===== src/rtl/twb_rec_pkg.sv =====
package twb_rec_pkg;

  typedef enum logic [3:0] {
    PH_IDLE,
    PH_S_SU,
    PH_S_HD,
    PH_S_DROP,
    PH_CK_LO,
    PH_CK_HI,
    PH_R_LO,
    PH_R_SU,
    PH_R_HD,
    PH_P_LO,
    PH_P_SU,
    PH_FREE
  } phase_e;

  typedef struct packed {
    logic scl;
    logic sda_low;
  } bus_drv_t;

  // line levels held during each phase
  function automatic bus_drv_t drive_of(phase_e ph);
    bus_drv_t d;
    case (ph)
      PH_S_HD:   d = '{scl: 1'b1, sda_low: 1'b1};
      PH_S_DROP: d = '{scl: 1'b0, sda_low: 1'b1};
      PH_CK_LO:  d = '{scl: 1'b0, sda_low: 1'b0};
      PH_R_LO:   d = '{scl: 1'b0, sda_low: 1'b0};
      PH_R_HD:   d = '{scl: 1'b1, sda_low: 1'b1};
      PH_P_LO:   d = '{scl: 1'b0, sda_low: 1'b1};
      PH_P_SU:   d = '{scl: 1'b1, sda_low: 1'b1};
      default:   d = '{scl: 1'b1, sda_low: 1'b0};
    endcase
    return d;
  endfunction

  function automatic int unsigned max2(int unsigned a, int unsigned b);
    return (a > b) ? a : b;
  endfunction

endpackage


===== src/rtl/twb_rec_timer.sv =====
module twb_rec_timer #(
  parameter int unsigned CW = 8
) (
  input  logic          clk,
  input  logic          rst,
  input  logic          load,
  input  logic [CW-1:0] load_val,
  output logic          zero
);
  logic [CW-1:0] cnt_q;

  always_ff @(posedge clk) begin
    if (rst)               cnt_q <= '0;
    else if (load)         cnt_q <= load_val;
    else if (cnt_q != '0)  cnt_q <= cnt_q - 1'b1;
  end

  assign zero = (cnt_q == '0);
endmodule


===== src/rtl/twb_rec_pulse_ctr.sv =====
module twb_rec_pulse_ctr #(
  parameter int unsigned N_PULSE = 9
) (
  input  logic clk,
  input  logic rst,
  input  logic clear,
  input  logic step,
  output logic last
);
  localparam int unsigned PW = $clog2(N_PULSE + 1);
  localparam logic [PW-1:0] LAST_IDX = PW'(N_PULSE - 1);

  logic [PW-1:0] cnt_q;

  always_ff @(posedge clk) begin
    if (rst || clear) cnt_q <= '0;
    else if (step)    cnt_q <= cnt_q + 1'b1;
  end

  assign last = (cnt_q == LAST_IDX);
endmodule


===== src/rtl/twb_rec_fsm.sv =====
module twb_rec_fsm
  import twb_rec_pkg::*;
#(
  parameter int unsigned T_LOW    = 163,
  parameter int unsigned T_HIGH   = 75,
  parameter int unsigned T_SU_STA = 75,
  parameter int unsigned T_HD_STA = 75,
  parameter int unsigned T_SU_STO = 75,
  parameter int unsigned T_HD_DAT = 2,
  parameter int unsigned T_BUF    = 163,
  parameter int unsigned CW       = 8
) (
  input  logic          clk,
  input  logic          rst,
  input  logic          start_i,
  input  logic          tmr_zero,
  input  logic          pulse_last,
  output phase_e        phase_q,
  output phase_e        phase_d,
  output logic          tmr_load,
  output logic [CW-1:0] tmr_val,
  output logic          pulse_clear,
  output logic          pulse_step
);

  function automatic logic [CW-1:0] len_of(phase_e ph);
    case (ph)
      PH_S_SU, PH_R_SU:           return CW'(T_SU_STA - 1);
      PH_S_HD, PH_R_HD:           return CW'(T_HD_STA - 1);
      PH_S_DROP:                  return CW'(T_HD_DAT - 1);
      PH_CK_LO, PH_R_LO, PH_P_LO: return CW'(T_LOW - 1);
      PH_CK_HI:                   return CW'(T_HIGH - 1);
      PH_P_SU:                    return CW'(T_SU_STO - 1);
      PH_FREE:                    return CW'(T_BUF - 1);
      default:                    return '0;
    endcase
  endfunction

  logic accept;
  assign accept = (phase_q == PH_IDLE) && start_i;

  always_comb begin
    phase_d = phase_q;
    case (phase_q)
      PH_IDLE:   if (start_i)  phase_d = PH_S_SU;
      PH_S_SU:   if (tmr_zero) phase_d = PH_S_HD;
      PH_S_HD:   if (tmr_zero) phase_d = PH_S_DROP;
      PH_S_DROP: if (tmr_zero) phase_d = PH_CK_LO;
      PH_CK_LO:  if (tmr_zero) phase_d = PH_CK_HI;
      PH_CK_HI:  if (tmr_zero) phase_d = pulse_last ? PH_R_LO : PH_CK_LO;
      PH_R_LO:   if (tmr_zero) phase_d = PH_R_SU;
      PH_R_SU:   if (tmr_zero) phase_d = PH_R_HD;
      PH_R_HD:   if (tmr_zero) phase_d = PH_P_LO;
      PH_P_LO:   if (tmr_zero) phase_d = PH_P_SU;
      PH_P_SU:   if (tmr_zero) phase_d = PH_FREE;
      PH_FREE:   if (tmr_zero) phase_d = PH_IDLE;
      default:                 phase_d = PH_IDLE;
    endcase
  end

  assign tmr_load    = (phase_d != phase_q);
  assign tmr_val     = len_of(phase_d);
  assign pulse_clear = accept;
  assign pulse_step  = (phase_q == PH_CK_HI) && tmr_zero;

  always_ff @(posedge clk) begin
    if (rst) phase_q <= PH_IDLE;
    else     phase_q <= phase_d;
  end
endmodule


===== src/rtl/twb_rec_outreg.sv =====
module twb_rec_outreg
  import twb_rec_pkg::*;
(
  input  logic   clk,
  input  logic   rst,
  input  phase_e phase_q,
  input  phase_e phase_d,
  output logic   scl_o,
  output logic   sda_oe_o,
  output logic   busy_o,
  output logic   done_o
);
  bus_drv_t nxt;
  assign nxt = drive_of(phase_d);

  always_ff @(posedge clk) begin
    if (rst) begin
      scl_o    <= 1'b1;
      sda_oe_o <= 1'b0;
      busy_o   <= 1'b0;
      done_o   <= 1'b0;
    end else begin
      scl_o    <= nxt.scl;
      sda_oe_o <= nxt.sda_low;
      busy_o   <= (phase_d != PH_IDLE);
      done_o   <= (phase_q == PH_FREE) && (phase_d == PH_IDLE);
    end
  end
endmodule


===== src/rtl/twb_recover_seq.sv =====
module twb_recover_seq
  import twb_rec_pkg::*;
#(
  parameter int unsigned T_LOW    = 163,
  parameter int unsigned T_HIGH   = 75,
  parameter int unsigned T_SU_STA = 75,
  parameter int unsigned T_HD_STA = 75,
  parameter int unsigned T_SU_STO = 75,
  parameter int unsigned T_HD_DAT = 2,
  parameter int unsigned T_BUF    = 163,
  parameter int unsigned N_PULSE  = 9
) (
  input  logic clk,
  input  logic rst,
  input  logic start_i,
  output logic scl_o,
  output logic sda_oe_o,
  output logic busy_o,
  output logic done_o
);
  localparam int unsigned MAXT = max2(max2(max2(T_LOW, T_HIGH), max2(T_SU_STA, T_HD_STA)),
                                      max2(max2(T_SU_STO, T_HD_DAT), T_BUF));
  localparam int unsigned CW   = $clog2(MAXT + 1);

  phase_e        phase_q, phase_d;
  logic          tmr_load, tmr_zero;
  logic [CW-1:0] tmr_val;
  logic          pulse_clear, pulse_step, pulse_last;

  twb_rec_fsm #(
    .T_LOW(T_LOW), .T_HIGH(T_HIGH), .T_SU_STA(T_SU_STA), .T_HD_STA(T_HD_STA),
    .T_SU_STO(T_SU_STO), .T_HD_DAT(T_HD_DAT), .T_BUF(T_BUF), .CW(CW)
  ) fsm_i (
    .clk(clk), .rst(rst), .start_i(start_i), .tmr_zero(tmr_zero),
    .pulse_last(pulse_last), .phase_q(phase_q), .phase_d(phase_d),
    .tmr_load(tmr_load), .tmr_val(tmr_val),
    .pulse_clear(pulse_clear), .pulse_step(pulse_step)
  );

  twb_rec_timer #(.CW(CW)) tmr_i (
    .clk(clk), .rst(rst), .load(tmr_load), .load_val(tmr_val), .zero(tmr_zero)
  );

  twb_rec_pulse_ctr #(.N_PULSE(N_PULSE)) pcnt_i (
    .clk(clk), .rst(rst), .clear(pulse_clear), .step(pulse_step), .last(pulse_last)
  );

  twb_rec_outreg out_i (
    .clk(clk), .rst(rst), .phase_q(phase_q), .phase_d(phase_d),
    .scl_o(scl_o), .sda_oe_o(sda_oe_o), .busy_o(busy_o), .done_o(done_o)
  );
endmodule


===== config.mk =====
export PLATFORM = sky130hd
export DESIGN_NAME = twb_recover_seq
export DESIGN_NICKNAME = d
export VERILOG_FILES = /design/src/rtl/twb_rec_pkg.sv /design/src/rtl/twb_rec_timer.sv /design/src/rtl/twb_rec_pulse_ctr.sv /design/src/rtl/twb_rec_fsm.sv /design/src/rtl/twb_rec_outreg.sv /design/src/rtl/twb_recover_seq.sv
export SDC_FILE = /design/constraint.sdc
export NUM_CORES = 1
export LEC_CHECK = 0
export BUFFER_PORTS_ARGS = -buffer_cell sky130_fd_sc_hd__buf_2
export CORE_MARGIN = 2
export CORE_UTILIZATION = 55
export CTS_CLUSTER_SIZE = 12
export DETAILED_ROUTE_END_ITERATION = 8
export PLACE_DENSITY = 0.82
export SLEW_MARGIN = 40
export SYNTH_ARGS = -nofsm -noshare
export SYNTH_HDL_FRONTEND = slang
export SYNTH_HIERARCHICAL = 1
export SYNTH_SLANG_ARGS = --single-unit

===== constraint.sdc =====
create_clock -name clk -period 3.8 [get_ports clk]
set_input_delay 0.57 -clock clk [delete_from_list [all_inputs] [get_ports clk]]
set_output_delay 0.57 -clock clk [all_outputs]
set_load 0.02 [all_outputs]

# Yosys cells after proc, flatten, opt, wreduce, memory -nomap -nowiden
# Memories as Yosys holds them, arrays and structs flattened.
# Index checks and enable logic that the tools add are counted.
totals:
  ff_bits: 20
  mem_bits_ro: 96
  input_bits: 3
  output_inout_bits: 4
  wordCells: 60
  memories: 1
memory_table:
  columns: ["memory", "words", "word_bits", "read_ports", "rd_clocked_by_memory_dff", "write_ports", "line_no", "rtl"]
  rows:
  - ["(name not given)", 16, 6, 1, 0, 0, "twb_rec_fsm.sv:27", "case (ph)"]
classes:
  add_sub_neg: 2
  n_eq_ne: 20
  mux: 17
  n_reduce_logical: 13
op_table:
  columns: ["cell", "n"]
  rows:
  - ["4-bit two-way mux", 12]
  - ["4-bit one-hot mux with 12 select lines", 1]
  - ["4-bit equality test, second input constant", 8]
  - ["4-bit by 3-bit equality test with 1-bit output, second input constant", 6]
  - ["4-bit by 2-bit equality test with 1-bit output, second input constant", 4]
  - ["8-bit two-way mux", 2]
  - ["4-bit logical NOT", 2]
  - ["8-bit logical NOT", 1]
  - ["8-bit nonzero test", 1]
  - ["8-bit by 1-bit subtractor with 8-bit output, second input constant", 1]
  - ["2-bit one-hot mux with 3 select lines", 1]
  - ["4-bit by 1-bit adder with 4-bit output, second input constant", 1]
  - ["4-bit by 1-bit equality test with 1-bit output, second input constant", 1]
  - ["4-bit != test", 1]
  - ["4-bit nonzero test", 1]
  - ["2-bit OR reduction", 2]
  - ["1-bit logical AND", 3]
  - ["3-bit OR reduction", 1]
  - ["2-bit two-way mux", 1]
  - ["2-bit nonzero test", 1]
  - ["1-bit logical OR", 1]

# Depth between registers and ports, before layout
# Gate-level depths: netlist of the first run.
depth:
  ltp_word: 7
  depth_mapped: 15
  mapped_depth_nobuf: 12

# By module
# The synthesis of the first run kept the hierarchy.
modules_own_cells:
  columns: ["module", "n_inst", "cells_each", "area_each_um2", "seq_area_each_um2"]
  rows:
  - ["twb_rec_fsm", 1, 67, 531.8, 80.1]
  - ["twb_rec_timer", 1, 53, 475.5, 160.2]
  - ["twb_rec_pulse_ctr", 1, 21, 216.5, 80.1]
  - ["twb_rec_outreg", 1, 16, 172.7, 80.1]

# Worst setup path after synthesis of the first run
# Ideal clock, no wire load.
synth_timing:
  path_kind: "register to register"
  startpoint: "register tmr_i.cnt_q[0]"
  endpoint: "register tmr_i.cnt_q[6]"
  setup_ns: 0.078
  arrival_time_ns: 2.693
  required_ns: 3.722
  path_slack_ns: 1.029
  stages_incl_launch_ff: 14
  path_buffers: 3
  period_less_slack_ns: 2.771
  cell_sequence: "dfxtp_1 > inv_1 > ha_1 > and4bb_1 > buf_6 > buf_6 > o311a_1 > ha_1 > o22ai_1 > o2bb2ai_1 > a2111oi_2 > buf_4 > nor2b_1 > nor3_1"
synth_between:
  elab_chain_cells: 5
  elab_cells_between_ends: 20
  cone_classes: "add/sub: 1; eq/ne: 1; mux: 14; reduce/logical: 3; memory: 1"
synth_rtl:
  columns: ["element", "line_no", "rtl"]
  rows:
  - ["from (decl)", "twb_rec_timer.sv:10", "logic [CW-1:0] cnt_q;"]
  - ["from (signal assigned)", "twb_rec_timer.sv:14", "else if (load) cnt_q <= load_val;"]
  - ["from (signal assigned)", "twb_rec_timer.sv:15", "else if (cnt_q != '0) cnt_q <= cnt_q - 1'b1;"]
  - ["8-bit logical NOT *", "twb_rec_timer.sv:18", "assign zero = (cnt_q == '0);"]
  - ["net tmr_zero", "twb_recover_seq.sv:26", "logic tmr_load, tmr_zero;"]
  - ["4-bit two-way mux, or another cell as far along", "twb_rec_fsm.sv:56", "PH_FREE: if (tmr_zero) phase_d = PH_IDLE;"]
  - ["4-bit one-hot mux with 12 select lines *", "twb_rec_fsm.sv:44", "case (phase_q)"]
  - ["net phase_d[0]", "twb_recover_seq.sv:25", "phase_e phase_q, phase_d;"]
  - ["memory 16 x 6 bit *", null, null]
  - ["net tmr_val[6]", "twb_recover_seq.sv:27", "logic [CW-1:0] tmr_val;"]
  - ["8-bit two-way mux *", "twb_rec_timer.sv:14", null]
# Mark *: on every way through the listed nets, which the timed path passes. The rest lies on a longest branch. The select of a mux whose other input is x is not followed.
# A chain may end at the register's enable or synchronous reset.

# Worst setup path after layout of the first run
layout_timing:
  startpoint: "register tmr_i.cnt_q[3]"
  endpoint: "register tmr_i.cnt_q[3]"
# Same word-level chain as after synthesis.

==> qor.yml, run 1 <==
start_util: 0.5741
p_leak_uw: 0.0005362
grt_max_degree: 23
grt.overflow.total: 0
antennaDiodeCount: 0
drc_errors: 0
hp-class: "flop to flop"
period_share: 0.8119
cp_data_arrival_time_ps: 3300
finalMaxSlewViolations: 0
cts_buffer_depth: 2
powerDensity_nw_per_um2: 741.6
crit_family: "compound AO/OA/AOI/OAI gates"
fillers: 213
path_clk_slew_ps: 120
setup.worst_path.start_class: "flop"
die_w_um: 54.39
drtIter0Drc: 18
antenna_found_initial: 0
viasPerCell: 6.049
crit_required_ps: 4020
synth-main-ff-cell: "dfxtp_1"
ioPinCount: 7
skew_ps: 11.94
cap_violations: 0
synth_top_family_by_area: "simple AND/OR/NAND/NOR gates"
fin_tns_setup_ps: 0
htreeDepth: 1
drt-pass1-iter-count: 4
grt_pass1_vias: 977
vdd_drop_max_v: 0.0004120
critPathCaptureType: "flop"
synth-simple-area-share: 0.3181
area_growth_pct: 1.165
synth_xor_area_frac: 0.05018
cts_tree: "built"
ctsResizeCount: 0
yosysSeqAreaShare: 0.2867
gp_congestion: 0.8167
cts_sinks: 20
yosys-mux-area-fraction: 0.02509
syn_inst: 157
port_buffers: 6
rsz0062_at_grt: "no"
fp.coreArea_um2: 2432
cp_slowest_cell: "and4bb_1"
holdCritStartpoint: "pcnt_i/cnt_q[1]"
path_class: "flop to flop"
synth_edf_count: 0
synthAdderAreaFrac: 0.03584
worstReg2RegStart: "tmr_i/cnt_q[3]"
cp_slowest_stage_delay_ps: 540
cts_setup_buffers: 0
rows: 18
max_slew_margin: 0.5643
synth.distinct_cells: 57
finalWirelength_mm: 2.593
max_freq_mhz: 324.1
synth-seq-cells: 20
hold_depth: 2
nets: 163
rrSetupSlack_ps: 710
dieHeight_um: 54.39
synth-async-reset-ratio: 0
final_cells: 185
grt_usage: 0.1960
tightest_slew_ps: 652.6
wl_per_cell_um: 14.02
clockRootBuffer: "clkbuf_4"
cp_max_fo: 10
path_cells: "nor4_4 > and4bb_1 > nand2_2 > a221oi_2 > ha_1 > o22ai_1 > o2bb2ai_1 > a2111oi_2 > nand2_1 > o32ai_1"
finalPower_uw: 1048
post-route-min-period_ps: 3085
syn-cell-area_um2: 1396
setup-violations-final: 0
clk_latency_ps: 310
hpwl_mm: 1.828
final_layout_size_suffix_gt1_frac: 0.1806
placed_cells: 181
num_vias: 1119
min_to: "pcnt_i/cnt_q[1]"
grt_pass1_wl_mm: 4.160
die-area_um2: 2958
syn_avg_cell_area_um2: 8.894
yosysWarnings: 6
r2r_end: "tmr_i/cnt_q[3]"
synth_compound_area_frac: 0.1747
ctsHoldBuffers: 0
worst-path-buf-inv: 0
ant_nets: 0
numCtsBuffers: 3
status: "complete, no violations"
reg2reg_depth: 10
hold_violations: 0
[worst max path at each step]
stage / startpoint / to / slack [ps] / cells past startpoint
final: tmr_i/cnt_q[3] / tmr_i/cnt_q[3] / 710 / 10
after global routing: tmr_i/cnt_q[3] / tmr_i/cnt_q[3] / 460 / 10
after CTS: tmr_i/cnt_q[3] / tmr_i/cnt_q[3] / 760 / 10
after detailed placement: tmr_i/cnt_q[3] / tmr_i/cnt_q[3] / 780 / 11
after global placement: tmr_i/cnt_q[3] / tmr_i/cnt_q[3] / 950 / 10
after floorplan: tmr_i/cnt_q[0] / tmr_i/cnt_q[6] / 1030 / 13
[cell type report]
type	count	area, um^2	share of cell area
Sequential cell	20	400.4	0.2834
Multi-Input combinational cell	115	850.8	0.6023
Inverter	9	33.78	0.02392
Clock inverter	1	30.03	0.02126
Timing Repair Buffer	7	37.54	0.02657
Clock buffer	3	22.52	0.01594
Tap cell	30	37.54	0.02657
[state kept, by name (all words and copies together) (netlist names)]
register        cells
fsm_i/phase_q       4
out_i/scl_o         1
tmr_i/cnt_q         8
out_i/sda_oe_o      1
out_i/busy_o        1
pcnt_i/cnt_q        4
out_i/done_o        1
[cell usage in the layout, fill, tap and decap left out, types with 2 or more instances in the layout]
cell      netlist  layout
nor2b_1         7       7
buf_2           2       6
or2b_1          2       2
xnor2_1         5       5
nor3_1          8       8
dfxtp_1        20      20
o32ai_1         4       4
ha_1            4       4
clkbuf_4        0       3
o22ai_1         2       2
mux2i_1         2       2
or2_1           2       2
nor3b_1         4       4
conb_1          1       2
a21oi_1         8       8
nor4_1          4       4
inv_1           8       8
xor2_1          3       3
nor2_1         10      10
and4bb_1        2       2
o21ai_1         2       2
nand2_1        12      12
nand3b_1        2       2
[report_power, final]
part           internal [uW]  total, uW  switching [uW]  leakage, uW
Sequential               263        338            75.3     0.000164
Clock                    107        174            67.2    0.0000279
Combinational            239        536             296     0.000345
Total                    609       1050             439     0.000536
[synthesized netlist by cell type, drive strengths merged, types with 3 or more instances]
master / n / area (um^2)
nor2b: 7 / 43.79
o32ai: 4 / 35.03
and4bb: 3 / 37.53
ha: 4 / 50.05
a21oi: 8 / 40.04
nor2: 10 / 37.54
or2: 3 / 18.77
inv: 8 / 30.03
dfxtp: 20 / 400.4
xor2: 3 / 26.28
nor4: 5 / 46.29
buf: 12 / 107.6
nand2: 13 / 51.30
o21ai: 3 / 18.77
nor3: 9 / 50.05
nor3b: 4 / 30.03
xnor2: 5 / 43.79
[metal layers]
layer	global-route usage	wire length (um)
met1	0.2375	1183
met2	0.3353	1294
met3	0.02459	80
met4	0.1042	34
met5	0	0
[worst register-to-register path, delay by kind of cell, from the launching register on]
kind            cells  cell delay [ps]
simple gates        4             1130
compound gates      5             1250
flops               1              380
fa+ha+maj           1              240
[logic make-up (layout without fill, tap and decap cells)]
family          count (synthesis)  in the layout
buf+inv                        23             20
fa+ha+maj                       4              4
xor+xnor                        8              8
flops                          20             20
compound gates                 30             30
simple gates                   68             68
other cells                     1              2
mux                             3              3
[per-stage QoR]
stage                     worst slack (ps)  utilization  instance area [um^2]  hold slack, ps
after detailed placement             784.7       0.5592                  1360           568.5
after CTS                            761.7       0.5808                  1413           587.0
after floorplan                       1029            -                  1400           527.7
after global routing                 460.1       0.5808                  1413           628.9
final                                714.9       0.5808                  1413           581.6
after global placement               950.1       0.5592                  1360           552.3
(Power assumes the default switching activity.)
==> inputs of run 2 (changes only) <==
--- a/config.mk
+++ b/config.mk
@@ -7,10 +7,10 @@
 export LEC_CHECK = 0
 export BUFFER_PORTS_ARGS = -buffer_cell sky130_fd_sc_hd__buf_2
 export CORE_MARGIN = 2
-export CORE_UTILIZATION = 55
+export CORE_UTILIZATION = 54
 export CTS_CLUSTER_SIZE = 12
 export DETAILED_ROUTE_END_ITERATION = 8
-export PLACE_DENSITY = 0.82
+export PLACE_DENSITY = 0.83
 export SLEW_MARGIN = 40
 export SYNTH_ARGS = -nofsm -noshare
 export SYNTH_HDL_FRONTEND = slang
==> constraint.sdc (replaced) <==
create_clock -name clk -period 2.75 [get_ports clk]
set_input_delay 0.4125 -clock clk [delete_from_list [all_inputs] [get_ports clk]]
set_output_delay 0.4125 -clock clk [all_outputs]
set_load 0.02 [all_outputs]
==> run 2 against run 1 <==
Net effect:
- worst setup slack worse by 530 ps
- worst hold slack lost 70 ps
- non-clock buffer count up 12
- clock-buffer cell count did not move
- register-to-register slack got worse by 530 ps
==> qor.yml, run 2 (synthesis gave the netlist of run 1 again) <==
post-route-min-period_ps: 2564
p_leak_uw: 0.0006026
drtIter0Drc: 34
hpwl_mm: 2.131
rrSetupSlack_ps: 190
status: "complete, no violations"
cp_data_arrival_time_ps: 2780
cp_slowest_stage_delay_ps: 410
layout_commonest_cell: "dfxtp_1"
grt.overflow.total: 0
rows: 18
antennaDiodeCount: 0
final_cell_mix: "dfxtp_1, buf_4, nand2_1, nor2_1"
powerDensity_nw_per_um2: 1064
hold_violations: 0
rsz0062_at_grt: "no"
max_slew_margin: 0.6243
grt_pass1_vias: 1057
numCtsBuffers: 3
grt_pass1_wl_mm: 4.554
fp.coreArea_um2: 2455
die_w_um: 54.85
top_register: "tmr_i/cnt_q"
cts_buffer_depth: 2
reg2reg_depth: 11
htreeDepth: 1
start_util: 0.5688
cap_violations: 0
port_buffers: 6
antenna_found_initial: 0
finalMaxSlewViolations: 0
setup-violations-final: 0
setup.worst_path.start_class: "flop"
clk_latency_ps: 310
period_share: 0.9323
power_frac_comb: 0.570
ant_nets: 0
path_cells: "inv_1 > ha_1 > and4bb_4 > buf_4 > o311a_4 > ha_4 > o22ai_1 > o2bb2ai_1 > a2111oi_2 > nand2_1 > o32ai_2"
grt_usage: 0.2067
hp-class: "input port to flop"
cp_slowest_cell: "o311a_4"
worst_slack_ps: 186.2
path_clk_slew_ps: 130
place_ws_ps: -13.57
nets: 175
cts_sinks: 20
crit_required_ps: 2970
clock_power_share: 0.148
clockRootBuffer: "clkbuf_4"
final_layout_size_suffix_gt1_frac: 0.2814
finalPower_uw: 1642
internal-power_uw: 986.5
drc_errors: 0
vdd_drop_max_v: 0.0005576
cp_max_fo: 7
die-area_um2: 3009
num_vias: 1136
viasPerCell: 5.766
ioPinCount: 7
fin_hold_ws_ps: 511.1
final_util: 0.6290
reg_top3: "tmr_i/cnt_q (8), fsm_i/phase_q (4), pcnt_i/cnt_q (4)"
holdCritStartpoint: "rst"
r2r_end: "tmr_i/cnt_q[3]"
area_growth_pct: 10.57
gp_congestion: 0.8644
min_to: "out_i/busy_o"
ctsHoldBuffers: 0
largest_reg_flops: 8
dieHeight_um: 54.85
wl_per_cell_um: 14.25
p_seq_frac: 0.282
drt-pass1-iter-count: 4
tightest_slew_ps: 562.8
placed_area_um2: 1431
cp-startpoint: "tmr_i/cnt_q[0]"
cts_tree: "built"
worstReg2RegStart: "tmr_i/cnt_q[0]"
path_class: "flop to flop"
hold_depth: 2
critPathCaptureType: "flop"
swShare: 0.3992
finalWirelength_mm: 2.807
max_freq_mhz: 390.0
grt_max_degree: 23
power_switching_uw: 655.6
skew_ps: 12.34
finalInstanceArea_um2: 1544
==> run 2: worst max-delay path by stage <==
stage	slack [ps]	cells after the start	end
floorplan	2	13	tmr_i/cnt_q[6]
global placement	90	11	tmr_i/cnt_q[3]
detailed placement	-10	11	tmr_i/cnt_q[3]
CTS	60	11	tmr_i/cnt_q[3]
global route	5	11	tmr_i/cnt_q[3]
finish	190	11	tmr_i/cnt_q[3]
==> run 2: metal layers <==
layer  vias to the layer above  track usage  wire (um)
met1                       535       0.2604       1294
met5                         -            0          0
met4                         0      0.07083         25
met2                        17       0.3492       1390
li1                        580            -          -
met3                         4      0.03825         97
==> run 2: layout make-up <==
class | count | area [um^2]
inverter | 9 | 33.78
multi-input combinational | 115 | 889.6
tap | 30 | 37.54
sequential | 20 | 402.9
timing repair buffer | 19 | 127.6
clock buffer | 3 | 22.52
clock inverter | 1 | 30.03
fill | 200 | 910.9
==> run 2: worst max-delay path, delay by kind of cell (launching register included) <==
| kind | cells | cell delay, ps |
|---|---|---|
| DFF | 1 | 340 |
| adders and majority gates | 2 | 490 |
| AOI/OAI and AO/OA | 5 | 1090 |
| buffers and inverters | 2 | 210 |
| and+or+nand+nor | 2 | 350 |
==> run 2: repair_timing <==
item / 4_1_cts / 5_1_grt
pin swaps: 0 / 3
buffers inserted: 0 / 4
gates resized for setup: 2 / 5
gates cloned: 0 / 0
endpoints found under the hold margin: 0 / 0
endpoints found under the setup margin: 1 / 2
==> run 2: power groups by stage <==
stage          sequential (uW)  combinational (uW)  clock, uW
6_report                   463                 936        243
5_1_grt                    475                1040        262
2_1_floorplan              446                 700          0
4_1_cts                    459                 844        250
3_3_place_gp               462                 784          0
3_5_place_dp               466                 829          0
==> run 2: stage by stage <==
stage	instances	TNS [ps]
floorplan	158	0
global placement	189	0
detailed placement	189	-13.57
CTS	193	0
global route	197	0
finish	197	0
